File: src/rtl/qenc_pkg.sv
package qenc_pkg;

    // number of resolution codes and bit span between coarsest and finest
    localparam int MODE_COUNT = 4;
    localparam int RES_SPAN   = 6;

    typedef enum logic [1:0] {
        RES_COARSE = 2'd0,
        RES_MID    = 2'd1,
        RES_FINE   = 2'd2,
        RES_FULL   = 2'd3
    } res_mode_e;

    typedef enum logic [1:0] {
        MOVE_HOLD = 2'd0,
        MOVE_UP   = 2'd1,
        MOVE_DOWN = 2'd2
    } move_e;

    typedef struct packed {
        logic a;
        logic b;
    } quad_t;

    // phase 0 is the marker-aligned state; each phase step flips one channel
    function automatic quad_t phase_to_quad(input logic [1:0] ph);
        quad_t q;
        case (ph)
            2'd0:    q = '{a: 1'b1, b: 1'b1};
            2'd1:    q = '{a: 1'b1, b: 1'b0};
            2'd2:    q = '{a: 1'b0, b: 1'b0};
            default: q = '{a: 1'b0, b: 1'b1};
        endcase
        return q;
    endfunction

endpackage

File: src/rtl/qenc_res_decode.sv
module qenc_res_decode
    import qenc_pkg::*;
#(
    parameter int ANGLE_W = 16,
    parameter int SHW     = $clog2(ANGLE_W)
) (
    input  res_mode_e            mode_i,
    output logic [ANGLE_W-1:0]   step_o,
    output logic [ANGLE_W-1:0]   keep_o,
    output logic [SHW-1:0]       drop_o
);

    logic [ANGLE_W-1:0] step_tab [MODE_COUNT];
    logic [ANGLE_W-1:0] keep_tab [MODE_COUNT];
    logic [SHW-1:0]     drop_tab [MODE_COUNT];

    // one constant entry per resolution code: coarser codes drop more bits
    for (genvar g = 0; g < MODE_COUNT; g++) begin : g_mode
        localparam int DROP = RES_SPAN - 2 * g;
        localparam logic [ANGLE_W-1:0] STEP = ANGLE_W'(1) << DROP;
        localparam logic [ANGLE_W-1:0] KEEP = ~(STEP - ANGLE_W'(1));
        assign step_tab[g] = STEP;
        assign keep_tab[g] = KEEP;
        assign drop_tab[g] = SHW'(DROP);
    end

    always_comb begin
        step_o = step_tab[mode_i];
        keep_o = keep_tab[mode_i];
        drop_o = drop_tab[mode_i];
    end

endmodule

File: src/rtl/qenc_track.sv
module qenc_track
    import qenc_pkg::*;
#(
    parameter int ANGLE_W = 16
) (
    input  logic               clk,
    input  logic               rst,
    input  logic               valid_i,
    input  logic [ANGLE_W-1:0] target_i,
    input  logic [ANGLE_W-1:0] step_i,
    input  logic [ANGLE_W-1:0] keep_i,
    output logic [ANGLE_W-1:0] cnt_o,
    output logic               dir_o
);

    logic [ANGLE_W-1:0] cur;
    logic [ANGLE_W-1:0] tgt;
    logic [ANGLE_W-1:0] gap;
    move_e              move;

    // the gap is read modulo one revolution; its top bit picks the short way
    always_comb begin
        cur = cnt_o & keep_i;
        tgt = target_i & keep_i;
        gap = tgt - cur;
        if (gap == '0)
            move = MOVE_HOLD;
        else if (!gap[ANGLE_W-1])
            move = MOVE_UP;
        else
            move = MOVE_DOWN;
    end

    always_ff @(posedge clk) begin
        if (rst) begin
            cnt_o <= '0;
            dir_o <= 1'b1;
        end else if (valid_i) begin
            case (move)
                MOVE_UP: begin
                    cnt_o <= cur + step_i;
                    dir_o <= 1'b1;
                end
                MOVE_DOWN: begin
                    cnt_o <= cur - step_i;
                    dir_o <= 1'b0;
                end
                default: cnt_o <= cur;
            endcase
        end
    end


    hold_when_invalid_chk: assert property (@(posedge clk) disable iff (rst)
        !valid_i |=> ($stable(cnt_o) && $stable(dir_o)));


    dir_idle_hold_chk: assert property (@(posedge clk) disable iff (rst)
        $stable(cnt_o) |-> $stable(dir_o));

endmodule

File: src/rtl/qenc_phase.sv
module qenc_phase
    import qenc_pkg::*;
#(
    parameter int ANGLE_W = 16,
    parameter int SHW     = $clog2(ANGLE_W)
) (
    input  logic               clk,
    input  logic               rst,
    input  logic [ANGLE_W-1:0] cnt_i,
    input  logic [ANGLE_W-1:0] keep_i,
    input  logic [SHW-1:0]     drop_i,
    output logic               a_o,
    output logic               b_o,
    output logic               mark_o
);

    logic [ANGLE_W-1:0] masked;
    logic [ANGLE_W-1:0] pos;
    quad_t              q;

    always_comb begin
        masked = cnt_i & keep_i;
        pos    = masked >> drop_i;
        q      = phase_to_quad(pos[1:0]);
        a_o    = q.a;
        b_o    = q.b;
        mark_o = (masked == '0);
    end


    one_edge_chk: assert property (@(posedge clk) disable iff (rst)
        $stable(drop_i) |-> ($countones({a_o ^ $past(a_o), b_o ^ $past(b_o)}) <= 1));


    mark_aligned_chk: assert property (@(posedge clk) disable iff (rst)
        mark_o |-> (a_o && b_o));

endmodule

File: src/rtl/qenc_emulator.sv
module qenc_emulator
    import qenc_pkg::*;
#(
    parameter int ANGLE_W = 16
) (
    input  logic               clk,
    input  logic               rst,
    input  logic [ANGLE_W-1:0] angle_i,
    input  logic [1:0]         res_sel_i,
    input  logic               valid_i,
    output logic               enc_a_o,
    output logic               enc_b_o,
    output logic               mark_o,
    output logic               dir_o
);

    localparam int SHW = $clog2(ANGLE_W);

    res_mode_e          mode;
    logic [ANGLE_W-1:0] step;
    logic [ANGLE_W-1:0] keep;
    logic [SHW-1:0]     drop;
    logic [ANGLE_W-1:0] cnt;

    assign mode = res_mode_e'(res_sel_i);

    qenc_res_decode #(.ANGLE_W(ANGLE_W), .SHW(SHW)) u_decode (
        .mode_i (mode),
        .step_o (step),
        .keep_o (keep),
        .drop_o (drop)
    );

    qenc_track #(.ANGLE_W(ANGLE_W)) u_track (
        .clk      (clk),
        .rst      (rst),
        .valid_i  (valid_i),
        .target_i (angle_i),
        .step_i   (step),
        .keep_i   (keep),
        .cnt_o    (cnt),
        .dir_o    (dir_o)
    );

    qenc_phase #(.ANGLE_W(ANGLE_W), .SHW(SHW)) u_phase (
        .clk    (clk),
        .rst    (rst),
        .cnt_i  (cnt),
        .keep_i (keep),
        .drop_i (drop),
        .a_o    (enc_a_o),
        .b_o    (enc_b_o),
        .mark_o (mark_o)
    );

endmodule

File: config.mk
export PLATFORM = sky130hd
export DESIGN_NAME = qenc_emulator
export DESIGN_NICKNAME = d
export VERILOG_FILES = /design/src/rtl/qenc_pkg.sv /design/src/rtl/qenc_res_decode.sv /design/src/rtl/qenc_track.sv /design/src/rtl/qenc_phase.sv /design/src/rtl/qenc_emulator.sv
export SDC_FILE = /design/constraint.sdc
export NUM_CORES = 1
export LEC_CHECK = 0
export CAP_MARGIN = 10
export CORE_MARGIN = 8
export CORE_UTILIZATION = 52
export DETAILED_ROUTE_END_ITERATION = 7
export DONT_BUFFER_PORTS = 1
export PLACE_DENSITY = 0.7
export SLEW_MARGIN = 20
export SYNTH_ARGS = -nofsm -noshare
export SYNTH_HDL_FRONTEND = slang
export SYNTH_SLANG_ARGS = --single-unit
export TNS_END_PERCENT = 100
File: constraint.sdc
create_clock -name clk -period 5.1 [get_ports clk]
set_clock_uncertainty 0.2 [all_clocks]
set_input_delay 0.51 -clock clk [delete_from_list [all_inputs] [get_ports clk]]
set_output_delay 0.51 -clock clk [all_outputs]
set_load 0.05 [all_outputs]
==> flow_summary.toml <==
[power_and_ir_drop]
irDropWorstVdd_mv = 0.3577
leakage_uw = 0.001242
power.density_nw_per_um2 = 628.8

[yosys]
avgSynthCellArea_um2 = 7.416
synth_fa_ha_area_frac = 0.1518
yosys_most_used_dff = "dfxtp_1"
synthMuxAreaShare = 0.06493
synth_top_family_by_area = "compound AO/OA/AOI/OAI gates"
synth_compound_area_frac = 0.2606
syn_nets = 421
ys_seq_area_frac = 0.1244
yosys_warnings = 0
netlist_area_um2 = 2736
async_flop_share = 0
synth-simple-area-share = 0.2606
syn_inst = 369
synth_edf_count = 0
synth_xor_area_frac = 0.06722
ys_seq_elements = 17
ys_types = 66

[setup_path]
cp_data_required_time_ns = 5.04
crit_type = "reg -> reg"
r2r_slack_ns = 0.16
cp.arrival_ns = 4.88
worst-path-buf-inv = 1
timing.rr.start = "u_track.cnt_o[2]"
critPathTopFamily = "compound AO/OA/AOI/OAI gates"
cp_slowest_stage_delay_ns = 0.51
worst-path-max-fanout = 7
rr_worst_depth = 21
timing.rr.end = "u_track.cnt_o[12]"
crit_slowest_cell = "a2111o_1"
crit_chain = "and2_1, inv_1, ha_1, a31oi_1, nor2b_2, a211o_1, nand3_1, a2111o_1, nand3_2, mux2_2, ha_1, nor2b_1, o21ai_1, a21boi_1, o211ai_1, a21boi_1, o31a_1, o21a_1, xor2_1, mux2i_1, nor2_1"
start_kind = "flop"
worstSetupEndpointType = "flop"

[global_routing]
grt_pass1_vias = 2643
track_usage = 0.1935
grt_pass1_wl_um = 12260
grt_overflow_total = 0
grt_max_degree = 23
antenna_found_initial = 0

[final_layout]
syn_to_final_growth_pct = 4.892
final_cell_area_um2 = 2870
antennaDiodeCount = 0
mostFrequentLayoutCells = "inv_1, nor2_1, ha_1"
final_common_cell = "inv_1"
layout-drive-gt1-share = 0.08424
fin_nets = 421

[timing]
fin_crit_ns = 4.936
hold_viol = 0
slew_viol_final = 0
setup_viol = 0
fmax_mhz = 202.6
relSlewSlack = 0.6197
worst_hold_slack_ns = 0.1206
fin_setup_tns_ns = 0
tightest_slew_ns = 0.5697
finalCritPeriodShare = 0.9678
rsz0062_at_grt = "true"

[place]
place_area_um2 = 2814
dp.final_hpwl_um = 5996
port-buffer-count = 0
gp_congestion = 0.9246

[die]
initial_core_util = 0.5358
die_area_um2 = 7839
coreArea_um2 = 5107
pin_count = 25
die_w_um = 88.54
die_h_um = 88.54
row_count = 26

[clocking]
cts_buffers = 3
cts_tree = "done"
clk_path_buf_depth = 2
clk_latency_ns = 0.25
cts.sinks = 17
h-tree-depth = 1
cts_root_buf = "clkbuf_8"
ctsHoldBuffers = 0
clk_pin_slew_ns = 0.07

[hold_path]
hold_path.class = "in -> reg"
min_from = "rst"
min_to = "u_track.cnt_o[7]"
hold_depth = 1

[run_status]
status = "complete, no violations"

[detailed_routing]
drcViolationCount = 0
post_drt_wl_per_cell_um = 17.04
vias_per_cell = 6.297
vias = 2758
wl_um = 7465
dr.pass1.iters = 5
ant_nets = 0
drt-initial-drc-count = 165

[run]
maxCapViolations = 0
-- final cells by class --
cell class / count / area [um^2]
Tap cell: 70 / 87.58
Clock buffer: 3 / 41.29
Sequential cell: 17 / 340.3
Multi-Input combinational cell: 306 / 2220
Timing Repair Buffer: 6 / 45.04
Fill cell: 529 / 2237
Inverter: 35 / 131.4
Clock inverter: 1 / 5.005
-- state kept, by name (all words and copies together), names as in the netlist --
signal / count
u_track.cnt_o: 16
u_track.dir_o: 1
-- worst max path at each step --
stage	start	endpoint	slack, ns	depth (start not counted)
2_1_floorplan	res_sel_i[1]	u_track.cnt_o[12]	0.03	23
3_3_place_gp	res_sel_i[1]	u_track.cnt_o[12]	0.23	21
3_5_place_dp	res_sel_i[1]	u_track.cnt_o[12]	0.03	21
4_1_cts	u_track.cnt_o[2]	u_track.cnt_o[12]	0.12	21
5_1_grt	u_track.cnt_o[2]	u_track.cnt_o[15]	-0.01	20
6_report	u_track.cnt_o[2]	u_track.cnt_o[12]	0.16	21
-- through the flow --
stage,setup WS (ns),utilization,power (uW),cells
global placement,0.2285,0.5510,1637,434
finish,0.1642,0.5620,1805,438
floorplan,0.03399,-,1389,369
detailed placement,0.02925,0.5510,1667,434
CTS,0.1174,0.5600,1774,438
global route,-0.01249,0.5620,1984,438
-- timing repair --
action,4_1_cts,5_1_grt
gates resized for setup,0,5
buffers inserted,0,0
endpoints found under the setup margin,0,4
-- logic make-up after synthesis --
logic type,Yosys count
and+or+nand+nor,136
AOI/OAI and AO/OA,101
buffers and inverters,46
adders and majority gates,33
xor gates and xnor gates,21
DFF,17
muxes,15
-- per-layer routing --
layer  GRT usage  part of all wire  up-vias
met2      0.3394              0.48       86
met1      0.2353              0.44     1308
li1            -                 -     1348
met3     0.01578             0.051       16
met4     0.07988             0.029        0
met5           0                 0        -
-- synth_stat cells (3+ instances only) --
cell type | count | area share
inv_1 | 35 | 0.048
nor2_1 | 32 | 0.044
ha_1 | 30 | 0.14
nand2_1 | 25 | 0.034
a21oi_1 | 22 | 0.040
dfxtp_1 | 17 | 0.12
o21ai_0 | 13 | 0.024
xnor2_1 | 12 | 0.038
mux2i_1 | 11 | 0.040
and3_1 | 9 | 0.021
nand2b_1 | 9 | 0.021
xor2_1 | 9 | 0.029
nor2b_1 | 8 | 0.018
a31oi_1 | 7 | 0.016
nand3_1 | 7 | 0.013
nor3_1 | 7 | 0.013
nor4_1 | 7 | 0.016
a21o_1 | 6 | 0.016
and2_1 | 6 | 0.014
o211ai_1 | 6 | 0.016
a311oi_1 | 5 | 0.016
clkbuf_1 | 5 | 0.0069
nand3b_1 | 5 | 0.014
o21a_1 | 5 | 0.014
or2_2 | 5 | 0.011
nand4_1 | 4 | 0.0091
or3_1 | 4 | 0.0091
a211o_1 | 3 | 0.0096
a21boi_0 | 3 | 0.0082
a221oi_1 | 3 | 0.0096
buf_4 | 3 | 0.0082
-- power breakdown --
part | total [uW] | internal [uW] | switching [uW] | leakage [uW]
sequential | 243 | 178 | 65.7 | 0.000141
combinational | 1460 | 644 | 815 | 0.00108
clock | 102 | 54.1 | 47.9 | 0.0000255
total | 1800 | 876 | 929 | 0.00124
(Power assumes the default switching activity.)
